File: config.mk
export PLATFORM = sky130hd
export DESIGN_NAME = lux_i2c_regbank
export DESIGN_NICKNAME = d
export VERILOG_FILES = /design/src/rtl/lux_i2c_pkg.sv /design/src/rtl/i2c_line_sync.sv /design/src/rtl/i2c_target_fsm.sv /design/src/rtl/lux_regfile.sv /design/src/rtl/lux_i2c_regbank.sv
export SDC_FILE = /design/constraint.sdc
export NUM_CORES = 1
export LEC_CHECK = 0
export ABC_AREA = 1
export BUFFER_PORTS_ARGS = -buffer_cell sky130_fd_sc_hd__buf_2
export CORE_MARGIN = 3
export CORE_UTILIZATION = 45
export CTS_CLUSTER_DIAMETER = 30
export CTS_CLUSTER_SIZE = 25
export DETAILED_ROUTE_END_ITERATION = 10
export GPL_TIMING_DRIVEN = 0
export PLACE_DENSITY_LB_ADDON = 0.3
export SYNTH_ARGS = -nofsm -noshare
export SYNTH_HDL_FRONTEND = slang
export SYNTH_HIERARCHICAL = 1
export SYNTH_SLANG_ARGS = --single-unit
File: constraint.sdc
create_clock -name clk -period 2.6 [get_ports clk]
set_input_delay 0.13 -clock clk [delete_from_list [all_inputs] [get_ports clk]]
set_output_delay 0.13 -clock clk [all_outputs]
set_load 0.005 [all_outputs]
File: src/rtl/lux_i2c_pkg.sv
package lux_i2c_pkg;

  typedef enum logic [3:0] {
    S_IDLE, S_ADDR, S_ADDR_ACK, S_REG, S_REG_ACK,
    S_WR, S_WR_ACK, S_RD, S_RD_ACK
  } i2c_state_e;

  localparam logic [7:0] A_CTRL    = 8'h00;
  localparam logic [7:0] A_ITIME   = 8'h01;
  localparam logic [7:0] A_TLO_L   = 8'h02;
  localparam logic [7:0] A_TLO_H   = 8'h03;
  localparam logic [7:0] A_THI_L   = 8'h04;
  localparam logic [7:0] A_THI_H   = 8'h05;
  localparam logic [7:0] A_ID      = 8'h10;
  localparam logic [7:0] A_REV     = 8'h11;
  localparam logic [7:0] A_CH_BASE = 8'h20;

  localparam logic [7:0] ID_VAL  = 8'hDC;
  localparam logic [7:0] REV_VAL = 8'h41;

endpackage

File: src/rtl/i2c_line_sync.sv
module i2c_line_sync #(
  parameter int STAGES = 2
) (
  input  logic clk,
  input  logic rst,
  input  logic scl_i,
  input  logic sda_i,
  output logic scl_s,
  output logic sda_s,
  output logic scl_rise,
  output logic scl_fall,
  output logic start_det,
  output logic stop_det
);
  logic [STAGES-1:0] scl_p, sda_p;
  logic scl_d, sda_d;

  always_ff @(posedge clk) begin
    if (rst) begin
      scl_p <= '1;
      sda_p <= '1;
      scl_d <= 1'b1;
      sda_d <= 1'b1;
    end else begin
      scl_p <= {scl_p[STAGES-2:0], scl_i};
      sda_p <= {sda_p[STAGES-2:0], sda_i};
      scl_d <= scl_p[STAGES-1];
      sda_d <= sda_p[STAGES-1];
    end
  end

  assign scl_s     = scl_p[STAGES-1];
  assign sda_s     = sda_p[STAGES-1];
  assign scl_rise  = scl_s & ~scl_d;
  assign scl_fall  = ~scl_s & scl_d;
  assign start_det = scl_s & scl_d & sda_d & ~sda_s;
  assign stop_det  = scl_s & scl_d & ~sda_d & sda_s;
endmodule

File: src/rtl/i2c_target_fsm.sv
module i2c_target_fsm
  import lux_i2c_pkg::*;
#(
  parameter logic [6:0] CHIP_ADDR = 7'h39
) (
  input  logic       clk,
  input  logic       rst,
  input  logic       scl_s,
  input  logic       sda_s,
  input  logic       scl_rise,
  input  logic       scl_fall,
  input  logic       start_det,
  input  logic       stop_det,
  input  logic [7:0] rd_byte,
  output logic       sda_oe,
  output logic       ptr_load,
  output logic       wr_en,
  output logic       rd_take,
  output logic [7:0] rx_byte
);
  localparam logic [3:0] LAST_BIT = 4'd8;

  i2c_state_e state_q;
  logic [3:0] bitcnt_q;
  logic [7:0] shreg_q, tx_q;
  logic       rw_q, mack_q, oe_q;

  always_ff @(posedge clk) begin
    if (rst) begin
      state_q  <= S_IDLE;
      bitcnt_q <= '0;
      shreg_q  <= '0;
      tx_q     <= '0;
      rw_q     <= 1'b0;
      mack_q   <= 1'b0;
      oe_q     <= 1'b0;
    end else if (start_det) begin
      state_q  <= S_ADDR;
      bitcnt_q <= '0;
      oe_q     <= 1'b0;
    end else if (stop_det) begin
      state_q <= S_IDLE;
      oe_q    <= 1'b0;
    end else begin
      case (state_q)
        S_ADDR, S_REG, S_WR: begin
          if (scl_rise) begin
            shreg_q  <= {shreg_q[6:0], sda_s};
            bitcnt_q <= bitcnt_q + 4'd1;
          end else if (scl_fall && bitcnt_q == LAST_BIT) begin
            bitcnt_q <= '0;
            if (state_q == S_ADDR) begin
              if (shreg_q[7:1] == CHIP_ADDR) begin
                oe_q    <= 1'b1;
                rw_q    <= shreg_q[0];
                state_q <= S_ADDR_ACK;
              end else begin
                state_q <= S_IDLE;
              end
            end else if (state_q == S_REG) begin
              oe_q    <= 1'b1;
              state_q <= S_REG_ACK;
            end else begin
              oe_q    <= 1'b1;
              state_q <= S_WR_ACK;
            end
          end
        end
        S_ADDR_ACK: begin
          if (scl_fall) begin
            bitcnt_q <= '0;
            if (rw_q) begin
              tx_q    <= rd_byte;
              oe_q    <= ~rd_byte[7];
              state_q <= S_RD;
            end else begin
              oe_q    <= 1'b0;
              state_q <= S_REG;
            end
          end
        end
        S_REG_ACK, S_WR_ACK: begin
          if (scl_fall) begin
            oe_q     <= 1'b0;
            bitcnt_q <= '0;
            state_q  <= S_WR;
          end
        end
        S_RD: begin
          if (scl_rise) begin
            bitcnt_q <= bitcnt_q + 4'd1;
          end else if (scl_fall) begin
            if (bitcnt_q == LAST_BIT) begin
              oe_q    <= 1'b0;
              state_q <= S_RD_ACK;
            end else begin
              tx_q <= {tx_q[6:0], 1'b0};
              oe_q <= ~tx_q[6];
            end
          end
        end
        S_RD_ACK: begin
          if (scl_rise) begin
            mack_q <= ~sda_s;
          end else if (scl_fall) begin
            bitcnt_q <= '0;
            if (mack_q) begin
              tx_q    <= rd_byte;
              oe_q    <= ~rd_byte[7];
              state_q <= S_RD;
            end else begin
              state_q <= S_IDLE;
            end
          end
        end
        default: state_q <= S_IDLE;
      endcase
    end
  end

  assign sda_oe   = oe_q;
  assign rx_byte  = shreg_q;
  assign ptr_load = scl_fall && state_q == S_REG && bitcnt_q == LAST_BIT;
  assign wr_en    = scl_fall && state_q == S_WR && bitcnt_q == LAST_BIT;
  assign rd_take  = scl_fall && ((state_q == S_ADDR_ACK && rw_q) ||
                                 (state_q == S_RD_ACK && mack_q));


  idle_quiet_chk: assert property (@(posedge clk) disable iff (rst)
    state_q == S_IDLE |-> !sda_oe);


  drive_on_low_chk: assert property (@(posedge clk) disable iff (rst)
    $rose(sda_oe) |-> !scl_s);
endmodule

File: src/rtl/lux_regfile.sv
module lux_regfile
  import lux_i2c_pkg::*;
#(
  parameter int NUM_CH = 4
) (
  input  logic                   clk,
  input  logic                   rst,
  input  logic                   ptr_load,
  input  logic                   wr_en,
  input  logic                   rd_take,
  input  logic [7:0]             wdata,
  input  logic [NUM_CH*16-1:0]   chan_i,
  output logic [7:0]             rd_byte,
  output logic [7:0]             ctrl_q,
  output logic [7:0]             itime_q,
  output logic [15:0]            thr_lo_q,
  output logic [15:0]            thr_hi_q
);
  localparam int CH_W = 16;

  logic [7:0] ptr_q, shadow_q, snap_q;
  logic       snap_hit;
  logic [7:0] snap_val;

  // high byte to capture when the pointer sits on a low byte
  always_comb begin
    snap_hit = 1'b0;
    snap_val = 8'h00;
    case (ptr_q)
      A_TLO_L: begin snap_hit = 1'b1; snap_val = thr_lo_q[15:8]; end
      A_THI_L: begin snap_hit = 1'b1; snap_val = thr_hi_q[15:8]; end
      default: begin
        for (int k = 0; k < NUM_CH; k++) begin
          if (ptr_q == 8'(A_CH_BASE + 2*k)) begin
            snap_hit = 1'b1;
            snap_val = chan_i[k*CH_W+8 +: 8];
          end
        end
      end
    endcase
  end

  always_comb begin
    rd_byte = 8'h00;
    case (ptr_q)
      A_CTRL:           rd_byte = ctrl_q;
      A_ITIME:          rd_byte = itime_q;
      A_TLO_L:          rd_byte = thr_lo_q[7:0];
      A_THI_L:          rd_byte = thr_hi_q[7:0];
      A_TLO_H, A_THI_H: rd_byte = snap_q;
      A_ID:             rd_byte = ID_VAL;
      A_REV:            rd_byte = REV_VAL;
      default: begin
        for (int k = 0; k < NUM_CH; k++) begin
          if (ptr_q == 8'(A_CH_BASE + 2*k))
            rd_byte = chan_i[k*CH_W +: 8];
          else if (ptr_q == 8'(A_CH_BASE + 2*k + 1))
            rd_byte = snap_q;
        end
      end
    endcase
  end

  always_ff @(posedge clk) begin
    if (rst) begin
      ptr_q    <= '0;
      shadow_q <= '0;
      snap_q   <= '0;
      ctrl_q   <= '0;
      itime_q  <= '0;
      thr_lo_q <= '0;
      thr_hi_q <= '0;
    end else begin
      if (ptr_load)              ptr_q <= wdata;
      else if (wr_en || rd_take) ptr_q <= ptr_q + 8'd1;

      if (rd_take && snap_hit) snap_q <= snap_val;

      if (wr_en) begin
        case (ptr_q)
          A_CTRL:           ctrl_q   <= wdata;
          A_ITIME:          itime_q  <= wdata;
          A_TLO_L, A_THI_L: shadow_q <= wdata;
          A_TLO_H:          thr_lo_q <= {wdata, shadow_q};
          A_THI_H:          thr_hi_q <= {wdata, shadow_q};
          default: ;
        endcase
      end
    end
  end


  ptr_load_chk: assert property (@(posedge clk) disable iff (rst)
    ptr_load |=> ptr_q == $past(wdata));


  ptr_step_chk: assert property (@(posedge clk) disable iff (rst)
    (wr_en || rd_take) && !ptr_load |=> ptr_q == 8'($past(ptr_q) + 8'd1));


  lo_commit_chk: assert property (@(posedge clk) disable iff (rst)
    !$stable(thr_lo_q) |-> $past(wr_en) && $past(ptr_q) == A_TLO_H);


  hi_commit_chk: assert property (@(posedge clk) disable iff (rst)
    !$stable(thr_hi_q) |-> $past(wr_en) && $past(ptr_q) == A_THI_H);


  shadow_use_chk: assert property (@(posedge clk) disable iff (rst)
    $past(wr_en) && $past(ptr_q) == A_THI_H |-> thr_hi_q[7:0] == $past(shadow_q));
endmodule

File: src/rtl/lux_i2c_regbank.sv
module lux_i2c_regbank
  import lux_i2c_pkg::*;
#(
  parameter logic [6:0] CHIP_ADDR   = 7'h39,
  parameter int         NUM_CH      = 4,
  parameter int         SYNC_STAGES = 2
) (
  input  logic                 clk,
  input  logic                 rst,
  input  logic                 scl_i,
  input  logic                 sda_i,
  output logic                 sda_oe,
  input  logic [NUM_CH*16-1:0] chan_i,
  output logic [7:0]           ctrl_q,
  output logic [7:0]           itime_q,
  output logic [15:0]          thr_lo_q,
  output logic [15:0]          thr_hi_q
);
  logic scl_s, sda_s, scl_rise, scl_fall, start_det, stop_det;
  logic ptr_load, wr_en, rd_take;
  logic [7:0] rx_byte, rd_byte;

  i2c_line_sync #(.STAGES(SYNC_STAGES)) u_sync (
    .clk(clk), .rst(rst), .scl_i(scl_i), .sda_i(sda_i),
    .scl_s(scl_s), .sda_s(sda_s), .scl_rise(scl_rise), .scl_fall(scl_fall),
    .start_det(start_det), .stop_det(stop_det)
  );

  i2c_target_fsm #(.CHIP_ADDR(CHIP_ADDR)) u_fsm (
    .clk(clk), .rst(rst), .scl_s(scl_s), .sda_s(sda_s),
    .scl_rise(scl_rise), .scl_fall(scl_fall),
    .start_det(start_det), .stop_det(stop_det), .rd_byte(rd_byte),
    .sda_oe(sda_oe), .ptr_load(ptr_load), .wr_en(wr_en),
    .rd_take(rd_take), .rx_byte(rx_byte)
  );

  lux_regfile #(.NUM_CH(NUM_CH)) u_regs (
    .clk(clk), .rst(rst), .ptr_load(ptr_load), .wr_en(wr_en),
    .rd_take(rd_take), .wdata(rx_byte), .chan_i(chan_i),
    .rd_byte(rd_byte), .ctrl_q(ctrl_q), .itime_q(itime_q),
    .thr_lo_q(thr_lo_q), .thr_hi_q(thr_hi_q)
  );
endmodule

# Yosys cells after proc, flatten, opt, wreduce, memory -nomap -nowiden
# Cells that the tools add are included.
# word_totals
ff_bits	104
in_bits	68
out_inout_bits	49
wordCells	189
# classes
add_sub_neg	2
eq_ne	49
muxes	67
bitwise	16
reduce_logical	36
# op_table
cell	count
8-bit two-way mux	14
8-bit by 6-bit equality test with 1-bit output, second input constant	8
4-bit two-way mux	15
7-bit two-way mux	8
8-bit one-hot mux with 7 select lines	1
4-bit by 3-bit inequality test with 1-bit output, second input constant	6
11-bit AND reduction	2
7-bit one-hot mux with 3 select lines	1
1-bit two-way mux	20
4-bit one-hot mux with 5 select lines	1
9-bit AND reduction	2
4-bit by 3-bit equality test with 1-bit output, second input constant	4
8-bit by 2-bit equality test with 1-bit output, second input constant	2
8-bit by 3-bit equality test with 1-bit output, second input constant	2
8-bit by 5-bit equality test with 1-bit output, second input constant	2
2-bit by 1-bit inequality test with 1-bit output, second input constant	8
4-bit one-hot mux with 4 select lines	1
8-bit one-hot mux with 2 select lines	1
4-bit inequality test, second input constant	3
2-bit inequality test, second input constant	5
2-bit AND reduction	5
1-bit logical AND	9
1-bit NOT	9
3-bit OR reduction	3
23 further kinds	38

# Logic depth before layout (Yosys ltp)
# Gate-level depths: netlist of the first run.
# depth
depth_word	15
mapped_depth	19
depth_no_buf	18

# Modules after synthesis
# The synthesis of the first run kept the hierarchy.
# modules_own_cells
mod	instances	cells_each	area_per_inst_um2	seq_area_each_um2
lux_regfile	1	706	4403.0	1441.4
i2c_target_fsm	1	275	1686.6	520.5
i2c_line_sync	1	24	197.7	120.1

# Worst setup path before layout of the first run
# No wires, ideal clock.
# synth_path
path_kind	register to register
startpoint	reg u_fsm.bitcnt_q[0]
endpoint	reg u_regs.thr_lo_q[12]
setup_time_ps	116
t_arrival_ps	2071
required_ps	2484
setup_slack_ps	414
path_stages_with_launch	13
path_buffers	1
synth_period_minus_slack_ps	2186
path_cell_list	dfxtp_1 -> inv_1 -> ha_1 -> nand2_1 -> nor2_1 -> nand2_1 -> nor3_1 -> inv_1 -> nor3_4 -> inv_1 -> buf_2 -> nor2_1 -> nor2_1
# synth_between
elab_chain_len	3
# synth_rtl
element	line_no	text
start, declared	i2c_target_fsm.sv:24	logic [3:0] bitcnt_q;
start signal, assigned	i2c_target_fsm.sv:49	bitcnt_q <= bitcnt_q + 4'd1;
start signal, assigned	i2c_target_fsm.sv:91	bitcnt_q <= bitcnt_q + 4'd1;
4-bit equality test	i2c_target_fsm.sv:124	assign wr_en = scl_fall && state_q == S_WR && bitcnt_q == LAST_BIT;
1-bit logical AND	i2c_target_fsm.sv:124	
net wr_en	lux_i2c_regbank.sv:20	logic ptr_load, wr_en, rd_take;
2-bit AND reduction (no source line)	n/a	
end signal, assigned	lux_regfile.sv:84	A_TLO_H: thr_lo_q <= {wdata, shadow_q};
end, declared	lux_regfile.sv:16	output logic [15:0] thr_lo_q,
# The timed path passes the listed nets, and every way through them passes these cells.
# A chain may end at the register's enable or synchronous reset.

# Worst setup path after layout of the first run
# layout_path
startpoint	reg u_fsm.bitcnt_q[0]
endpoint	reg u_regs.thr_lo_q[7]
# Same word-level chain as after synthesis.

==> results.toml, run 1 <==
[detailed_routing]
initialDrtViolationCount = 587
drtAntennaViolNets = 0
drc = 0
num_vias = 6926
wire_per_inst_um = 14.6
wl_um = 19200
viasPerCell = 5.25
first_pass_iters = 7

[cts]
clock-sinks = 104
clk_latency_ns = 0.35
numCtsBuffers = 9
htreeDepth = 3
clk_pin_slew_worst_paths_ns = 0.07
clock_path_buffers = 2
cts-root-buf = "clkbuf_16"
cts_tree = "done"

[critical_path]
cp-start-kind = "flop"
slowest_stage = "dfxtp_1"
worstPathArrival_ns = 2.67
endpoint_kind = "flop"
crit_required_ns = 2.85
critPathKind = "flop to flop"
cp_slowest_stage_delay_ns = 0.37
critical_path.most_common_cell = "nor2_1"
cp_cell_sequence = "inv_1, ha_1, nand2_1, nor2_1, nand2_2, nor3_4, inv_2, nor3_4, inv_1, buf_2, nor2_1, nor2_1"
crit_fanout = 10

[power]
p_leak_nw = 3.65
power_density_mw_per_mm2 = 503
vdd_drop_max_v = 0.000270
p_total_mw = 3.75

[sta]
fin_worst_skew_ns = 0.0112
fmax_mhz = 414
setup_viol = 0
worst_pin_slew_ns = 0.503
post-route-min-period_ns = 2.42
hold_viol_final = 0
relSlewSlack_pct = 66.4
fin_crit_sh_pct = 93.0
rsz0062_at_grt = "no"
maxSlewViolCount = 0

[synthesis]
ys_ff_latch = 104
syn_area_sq_mm = 0.00629
postSynthAreaPerCell_sq_um = 6.26
synthTopCellsByArea = "dfxtp_1, nand2_1, nor2_1"
synth_cells = 1005
yosysTopAreaCellShare_pct = 33.1
yosysTopAreaCell = "dfxtp_1"
ys_warn_count = 6
syn-num-nets = 1079
synth_cell_types = 41
seq_area_frac_synth_pct = 33.1

[layout]
final_cells = 1318
drive_above_1_share_pct = 19.4
layout-area-overhead-vs-synth_pct = 18.7
fin_nets = 1211
finalInstanceArea_sq_mm = 0.00746
n_antenna_cell = 0

[hold_path]
hold_path.class = "input pin to flop"

[flow_run]
maxCapViolCount = 0

[placed_design]
placed_cells = 1297
globalplace.congestion = 0.934
port_buffers = 116
dp_hpwl_um = 14500
dpl_cell_area_sq_mm = 0.00709

[floorplan]
row_count = 42
start_util_pct = 46.7
die_w_um = 124
dieHeight_um = 124
fp.dieArea_sq_mm = 0.0154
core_sq_mm = 0.0135
ioPinCount = 117

[global_route]
grt_pass1_vias = 6126
track_usage_pct = 23.9
grt_max_degree = 21
overflow = 0
antenna_found_initial = 0
grt_pass1_wl_um = 30800

[outcome]
outcome = "completed"
-- worst max-delay path, delay by kind of cell (launching register included) --
kind                       cells  cell delay, ns
DFF                            1            0.37
and+or+nand+nor                7            1.13
buffers and inverters          4            0.67
adders and majority gates      1            0.17
-- metrics by stage --
step | setup WS [ns] | utilization (%) | TNS (ns) | hold WS [ns]
after floorplan | 0.414 | - | 0 | 0.199
after global placement | -0.369 | 52.7 | -4.46 | 0.308
after detailed placement | -0.380 | 52.7 | -4.71 | 0.318
after CTS | 0.0379 | 55.3 | 0 | 0.0793
after global routing | 0.0126 | 55.5 | 0 | 0.111
final | 0.183 | 55.5 | 0 | 0.0903
-- cell usage in the layout, fill, tap and decap left out, drive strengths merged --
master | netlist | final
buf | 19 | 138
a311oi | 1 | 1
o21ai | 96 | 96
xnor2 | 1 | 1
a21boi | 1 | 1
xor2 | 1 | 1
o22ai | 1 | 1
nand4 | 22 | 22
dlygate4sd3 | 0 | 2
nand2 | 305 | 305
nor4 | 1 | 1
or2 | 18 | 18
and2 | 1 | 1
ha | 6 | 6
clkinv | 1 | 2
nor2 | 179 | 179
nor3 | 6 | 6
nand3 | 65 | 65
a221oi | 1 | 1
a31oi | 2 | 2
bufinv | 0 | 1
a21oi | 56 | 56
dfxtp | 104 | 104
a211oi | 6 | 6
o211ai | 1 | 1
clkbuf | 10 | 19
inv | 101 | 106
-- layout make-up --
class / count / area, sq um
plain buffers: 29 / 174
clock buffers: 9 / 225
clock inverters: 7 / 92.6
fillers: 1424 / 5990
inverters: 102 / 384
multi-input cells: 770 / 3660
flip-flops and latches: 104 / 2080
well taps: 176 / 220
repair buffers: 121 / 623
-- final timing paths --
kind	startpoint	endpoint	slack, ns	cells past startpoint
worst min-delay path	chan_i[63]	u_regs/snap_q[7]	0.09	5
worst max-delay path	u_fsm/bitcnt_q[0]	u_regs/thr_lo_q[7]	0.18	12
worst max register to register	u_fsm/bitcnt_q[0]	u_regs/thr_lo_q[7]	0.18	12
worst min register to register	u_sync/sda_p[0]	u_sync/sda_p[1]	0.41	1
-- where the power goes --
part / switching [mW] / internal, mW / total [mW]
Combinational: 0.414 / 0.218 / 0.632
Clock: 0.664 / 0.776 / 1.44
Sequential: 0.0505 / 1.63 / 1.68
Total: 1.13 / 2.62 / 3.75
-- repair_timing --
action	4_1_cts	5_1_grt
setup buffers	0	3
endpoints found under the hold margin	2	0
endpoints found under the setup margin	18	12
hold buffers	2	0
gates resized for setup	2	4
pin swaps	1	2
-- synth_stat cells --
library cell  instances
buf_6                 5
nor3_1                4
buf_2                10
xnor2_1               1
a31oi_1               2
nand3_2               3
o22ai_1               1
a21boi_0              1
nand4_1              22
and2_4                1
a21oi_4               2
o21ai_0              89
nor2_4               10
nand3_1              60
nor3_4                2
xor2_1                1
o21ai_1               7
inv_1                87
a211oi_1              6
nand2_2               8
nor2_1              159
clkinv_2              1
a21oi_1              53
a311oi_1              1
nor2_2                9
or2_1                 8
inv_2                14
a221oi_1              1
buf_4                 4
nand2_4               5
dfxtp_1             104
nor2_8                1
or2_0                 5
a21oi_2               1
nor4_1                1
nand3_4               2
ha_1                  6
nand2_1             292
o211ai_1              1
clkbuf_1             10
or2_2                 5
-- kinds of logic (layout without fill, tap and decap cells) --
family          Yosys count  after routing  synth area share (%)
flops                   104            104                  33.1
fa+ha+maj                 6              6                  1.19
xor+xnor                  2              2                 0.279
buf+inv                 131            268                  8.88
simple gates            597            597                  42.5
compound gates          165            165                  14.0
-- per-layer routing --
layer | routed length (um) | share of wire (%) | vias to the layer above | GRT usage [%]
met5 | 0 | 0 | - | 0
met4 | 237 | 1.2 | 0 | 6.13
met3 | 1530 | 8.0 | 24 | 3.44
met2 | 8430 | 44 | 279 | 36.2
met1 | 9010 | 47 | 3129 | 35.7
li1 | - | - | 3494 | -
-- state kept, by name, indices dropped and copies added, names as in the netlist --
| name | flops |
|---|---|
| u_sync/scl_d | 1 |
| u_regs/thr_hi_q | 16 |
| u_fsm/rx_byte | 8 |
| u_regs/snap_q | 8 |
| u_fsm/state_q | 4 |
| u_fsm/bitcnt_q | 4 |
| u_regs/itime_q | 8 |
| u_sync/scl_p | 2 |
| u_regs/shadow_q | 8 |
| u_regs/thr_lo_q | 16 |
| u_sync/sda_p | 2 |
| u_regs/ptr_q | 8 |
| u_regs/ctrl_q | 8 |
| u_fsm/mack_q | 1 |
| u_fsm/tx_q | 7 |
| u_fsm/rw_q | 1 |
| u_sync/sda_d | 1 |
| u_fsm/sda_oe | 1 |
Power figures use the tool's default switching activity.
==> inputs of run 2 (changes only) <==
Settings changed: CORE_MARGIN 3 to 1, SETUP_SLACK_MARGIN from default to 0.4.
==> run 2 against run 1 <==
  * Design area rose by 2.2%
  * Sequential power hardly changed
  * Sequential share of layout area is 0.46 points lower
  * Die area shrank 6.3%
  * Non-clock buffer count is 10 higher
  * Largest cell class unchanged
==> results.toml, run 2 (synthesis gave the netlist of run 1 again) <==
[global_route]
grt_max_degree = 20
track_usage_pct = 26.8
grt-busiest-layer = "met2"
grt_pass1_vias = 6140
overflow = 0
grt_use_met2_pct = 40.1
grt_pass1_wl_um = 30400
grtUsageMet3_pct = 4.86
antenna_found_initial = 0
use_met1_pct = 38.5

[detailed_routing]
first_pass_iters = 8
drtAntennaViolNets = 0
wire_per_inst_um = 14.5
viasPerCell = 5.24
wl_um = 19300
drc = 0
initialDrtViolationCount = 594
num_vias = 6958

[sta]
rsz0062_at_grt = "no"
maxSlewViolCount = 0
fmax_mhz = 481
fin_worst_skew_ns = 0.0111
fin_crit_sh_pct = 80.0
setup_tns_ns = 0
setup_viol = 0
hold_slack_ns = 0.0738
relSlewSlack_pct = 65.6
post-route-min-period_ns = 2.08
hold_viol_final = 0
worst_pin_slew_ns = 0.515

[power]
intPower_mw = 2.52
power.net_switching_mw = 1.14
clockPowerShare_pct = 36.8
vdd_drop_max_v = 0.000375
power_density_mw_per_mm2 = 480
pwr-share-comb_pct = 17.3
p_leak_nw = 3.72
netSwitchingFraction_pct = 31.1
pwr-share-seq_pct = 45.9

[cts]
clk_pin_slew_worst_paths_ns = 0.08
clk_latency_ns = 0.36
cts_tree = "done"
numCtsBuffers = 9
clock-sinks = 104
htreeDepth = 3
cts-root-buf = "clkbuf_16"
clock_path_buffers = 2

[critical_path]
crit_fanout = 10
crit_required_ns = 2.90
cp-start-kind = "flop"
endpoint_kind = "flop"
worstPathArrival_ns = 2.38
critPathKind = "flop to flop"

[outcome]
outcome = "completed"

[floorplan]
row_count = 42
fp.dieArea_sq_mm = 0.0144
core_sq_mm = 0.0135
start_util_pct = 46.7
ioPinCount = 117
dieHeight_um = 120
die_w_um = 120

[placed_design]
dp_hpwl_um = 14300
globalplace.congestion = 0.933
port_buffers = 116
dpl_cell_area_sq_mm = 0.00709

[layout]
fin_nets = 1221
layout-area-overhead-vs-synth_pct = 21.4
layout_common_cells = "nand2_1, nor2_1, buf_2, dfxtp_1, o21ai_0"
n_antenna_cell = 0
final_common_cell = "nand2_1"
finalInstanceArea_sq_mm = 0.00763
reg_top3 = "u_regs/thr_hi_q (16), u_regs/thr_lo_q (16)"
multi_input_area_sq_mm = 0.00374
fillers = 1438
drive_above_1_share_pct = 22.4
register_area_sq_mm = 0.00209

[flow_run]
maxCapViolCount = 0

[hold_path]
hold_path.class = "input pin to flop"
[run 2: cell count changes in the layout (fill, tap and decap cells not counted), moves of 3 or more]
cell / previous run / this run
nor2_4: 10 / 13
buf_2: 126 / 121
dfxtp_1: 104 / 97
ha_1: 6 / 3
clkbuf_4: 0 / 3
buf_4: 7 / 18
nor2_1: 159 / 155
inv_1: 86 / 82
dfxtp_2: 0 / 6
inv_2: 15 / 18
[run 2: power by group through the flow]
stage / combinational (mW) / sequential [mW] / clock (mW)
floorplan: 0.432 / 1.70 / 0
global placement: 0.597 / 1.72 / 0
detailed placement: 0.603 / 1.72 / 0
CTS: 0.616 / 1.68 / 1.37
global route: 0.706 / 1.69 / 1.44
finish: 0.632 / 1.68 / 1.35
[run 2: layout make-up]
| type | instances | area share, % |
|---|---|---|
| Buffer | 29 | 2.57 |
| Clock buffer | 10 | 3.00 |
| Clock inverter | 6 | 0.820 |
| Inverter | 102 | 5.07 |
| Multi-Input combinational cell | 770 | 49.0 |
| Sequential cell | 104 | 27.4 |
| Tap cell | 176 | 2.89 |
| Timing Repair Buffer | 131 | 9.20 |
[run 2: per-layer routing]
layer | wire, um | share of wire (%)
met1 | 9120 | 47
met2 | 8440 | 44
met3 | 1400 | 7.3
met4 | 340 | 1.8
met5 | 0 | 0
[run 2: final timing paths]
path / start / end / slack, ns / depth (start not counted)
worst max-delay path: u_fsm/bitcnt_q[0] / u_regs/thr_lo_q[8] / 0.52 / 12
worst min-delay path: chan_i[63] / u_regs/snap_q[7] / 0.07 / 5
worst max register to register: u_fsm/bitcnt_q[0] / u_regs/thr_lo_q[8] / 0.52 / 12
worst min register to register: u_sync/scl_p[0] / u_sync/scl_p[1] / 0.42 / 1
[run 2: worst max-delay path, stage by stage (launching register included)]
cell and delay, ns:
dfxtp_2 0.35, inv_1 0.08, ha_1 0.16, nand2_1 0.07
nor2_2 0.13, nand2_2 0.10, nor3_4 0.19, inv_2 0.10
nor3_4 0.30, buf_6 0.15, clkbuf_4 0.18, o21ai_0 0.09
nor2_1 0.11
[run 2: stage by stage]
step	power, mW	std cells	util, %	worst slack (ns)
3_5_place_dp	2.32	1297	52.7	-0.400
2_1_floorplan	2.14	1005	-	0.414
5_1_grt	3.83	1328	56.7	0.404
6_report	3.66	1328	56.7	0.519
3_3_place_gp	2.31	1297	52.7	-0.378
4_1_cts	3.67	1319	55.5	0.390
[run 2: what timing repair did]
| item | in CTS | in global routing |
|---|---|---|
| setup endpoints to repair | 58 | 47 |
| resized for setup | 14 | 40 |
| hold buffers | 2 | 0 |
| setup buffers | 4 | 9 |
| pin swaps | 2 | 6 |
| endpoints found under the hold margin | 2 | 0 |
==> inputs of run 3 (changes only) <==
Clock period 2.6 ns to 1.7 ns, I/O delays scaled along.
==> run 3 against run 2 <==
  * The run now ends with negative setup slack left
  * Total power rose by 69%
  * Non-clock buffer count grew 76
  * Sequential power up 53%
  * Register-to-register slack lost 0.87 ns
  * Final cell count rose by 5.9%
  * Die area unchanged
  * Critical endpoint is now u_fsm/tx_q[5]
==> results.toml, run 3 (synthesis gave the netlist of run 1 again) <==
[outcome]
outcome = "finished, violations left"
violations = "negative setup slack"

[floorplan]
ioPinCount = 117
dieHeight_um = 120
row_count = 42
core_sq_mm = 0.0135
die_w_um = 120
fp.dieArea_sq_mm = 0.0144
start_util_pct = 46.7

[global_route]
grt_pass1_vias = 6944
track_usage_pct = 31.4
grt_max_degree = 19
grt_pass1_wl_um = 35200
overflow = 0
antenna_found_initial = 0

[sta]
fin_ws_ns = -0.353
hold_slack_ns = 0.0433
rsz0062_at_grt = "yes"
fmax_mhz = 487
setup_viol = 86
post-route-min-period_ns = 2.05
fin_worst_skew_ns = 0.0152
setup_tns_ns = -13.06
hold_viol_final = 0
relSlewSlack_pct = 43.4
worst_pin_slew_ns = 0.848
fin_crit_sh_pct = 121
maxSlewViolCount = 0

[detailed_routing]
drc = 0
wl_um = 25400
viasPerCell = 5.71
initialDrtViolationCount = 922
drtAntennaViolNets = 0
wire_per_inst_um = 18.0
first_pass_iters = 6
num_vias = 8034

[critical_path]
rr_startpoint = "u_regs/ptr_q[0]"
worst-r2r-setup-slack_ns = -0.35
endpoint_kind = "flop"
cp-start-kind = "flop"
worstPathArrival_ns = 2.30
crit_fanout = 6
rr_worst_depth = 14
crit_required_ns = 1.95
critPathKind = "flop to flop"
cp-endpoint = "u_fsm/tx_q[5]"
rr_endpoint = "u_fsm/tx_q[5]"
startpoint = "u_regs/ptr_q[0]"

[placed_design]
globalplace.congestion = 0.940
dp_hpwl_um = 14900
post-place-ws_ns = -0.638
port_buffers = 116

[layout]
layout-area-overhead-vs-synth_pct = 52.9
final_common_cell = "nand2_1"
drive_above_1_share_pct = 42.2
fin_nets = 1300
layout_common_cells = "nand2_1, buf_2, nor2_1, dfxtp_1, inv_1"
reg_top3 = "u_regs/thr_hi_q (16), u_regs/thr_lo_q (16)"
n_antenna_cell = 0

[power]
p_leak_nw = 4.37
power_density_mw_per_mm2 = 644
vdd_drop_max_v = 0.000583
p_total_mw = 6.19

[cts]
clock_path_buffers = 2
cts-root-buf = "clkbuf_16"
clk_latency_ns = 0.36
clock-sinks = 104
cts_tree = "done"
clk_pin_slew_worst_paths_ns = 0.08
numCtsBuffers = 9
htreeDepth = 3

[hold_path]
min_from = "chan_i[59]"
hold_path.class = "input pin to flop"

[flow_run]
maxCapViolCount = 0
## run 3: cell count changes in the layout (fill, tap and decap cells not counted), sizes merged
cell,change
buf,+78
clkbuf,-2
nand3,+2
bufinv,+1
clkinvlp,+1
inv,-1
## run 3: metrics by stage
step                instances  instance area, sq um  util, %
floorplan                1005                  6580        -
global placement         1297                  7380     54.9
detailed placement       1297                  7380     54.9
CTS                      1380                  8890     66.1
global route             1407                  9620     71.5
finish                   1407                  9620     71.5
## run 3: final cells by class
class,count,area [sq um]
buffer,29,294
timing repair inverter,1,8.76
clock inverter,6,75.1
fill,1023,3840
sequential,104,2130
clock buffer,10,229
multi-input combinational,772,4700
timing repair buffer,207,1490
inverter,102,468
tap,176,220
## run 3: metal layers
metal / up-vias / wire [um] / global-route usage, % / share of wire, %
met5: - / 0 / 0 / 0
met4: 0 / 1270 / 14.2 / 5.0
met3: 121 / 2970 / 7.78 / 12
met2: 538 / 11600 / 50.0 / 46
met1: 3692 / 9550 / 39.8 / 38
li1: 3683 / - / - / -
## run 3: worst max-delay path, stage by stage (launching register included)
cell and delay, ns:
dfxtp_4 0.38, inv_4 0.05, ha_4 0.17, nand2_8 0.09, buf_4 0.13, nor2_4 0.05
buf_12 0.14, nand2_1 0.08, nand3_1 0.14, a211oi_1 0.31, nand2_2 0.08, nand2_1 0.06
nand4_1 0.09, nand2_1 0.11, nor2_1 0.04
## run 3: worst min path at each step
stage                                  end  cells past startpoint
after detailed placement   u_sync/sda_p[0]                      2
after floorplan            u_regs/ptr_q[3]                      1
after global placement     u_sync/scl_p[0]                      2
after CTS                 u_regs/snap_q[0]                      5
final                     u_regs/snap_q[3]                      5
after global routing      u_regs/snap_q[6]                      5
## run 3: repair_timing
item,in CTS,in global routing
gates cloned,7,2
hold buffers,2,0
endpoints found under the setup margin,98,98
endpoints found under the hold margin,2,0
gates resized for setup,190,157
buffers inserted,58,25
pin swaps,71,64
## run 3: report_power, final
| group | leakage [nW] | internal (mW) | switching [mW] | total, mW |
|---|---|---|---|---|
| sequential | 0.848 | 2.48 | 0.0888 | 2.57 |
| combinational | 3.38 | 0.520 | 0.898 | 1.42 |
| clock | 0.147 | 1.17 | 1.03 | 2.20 |
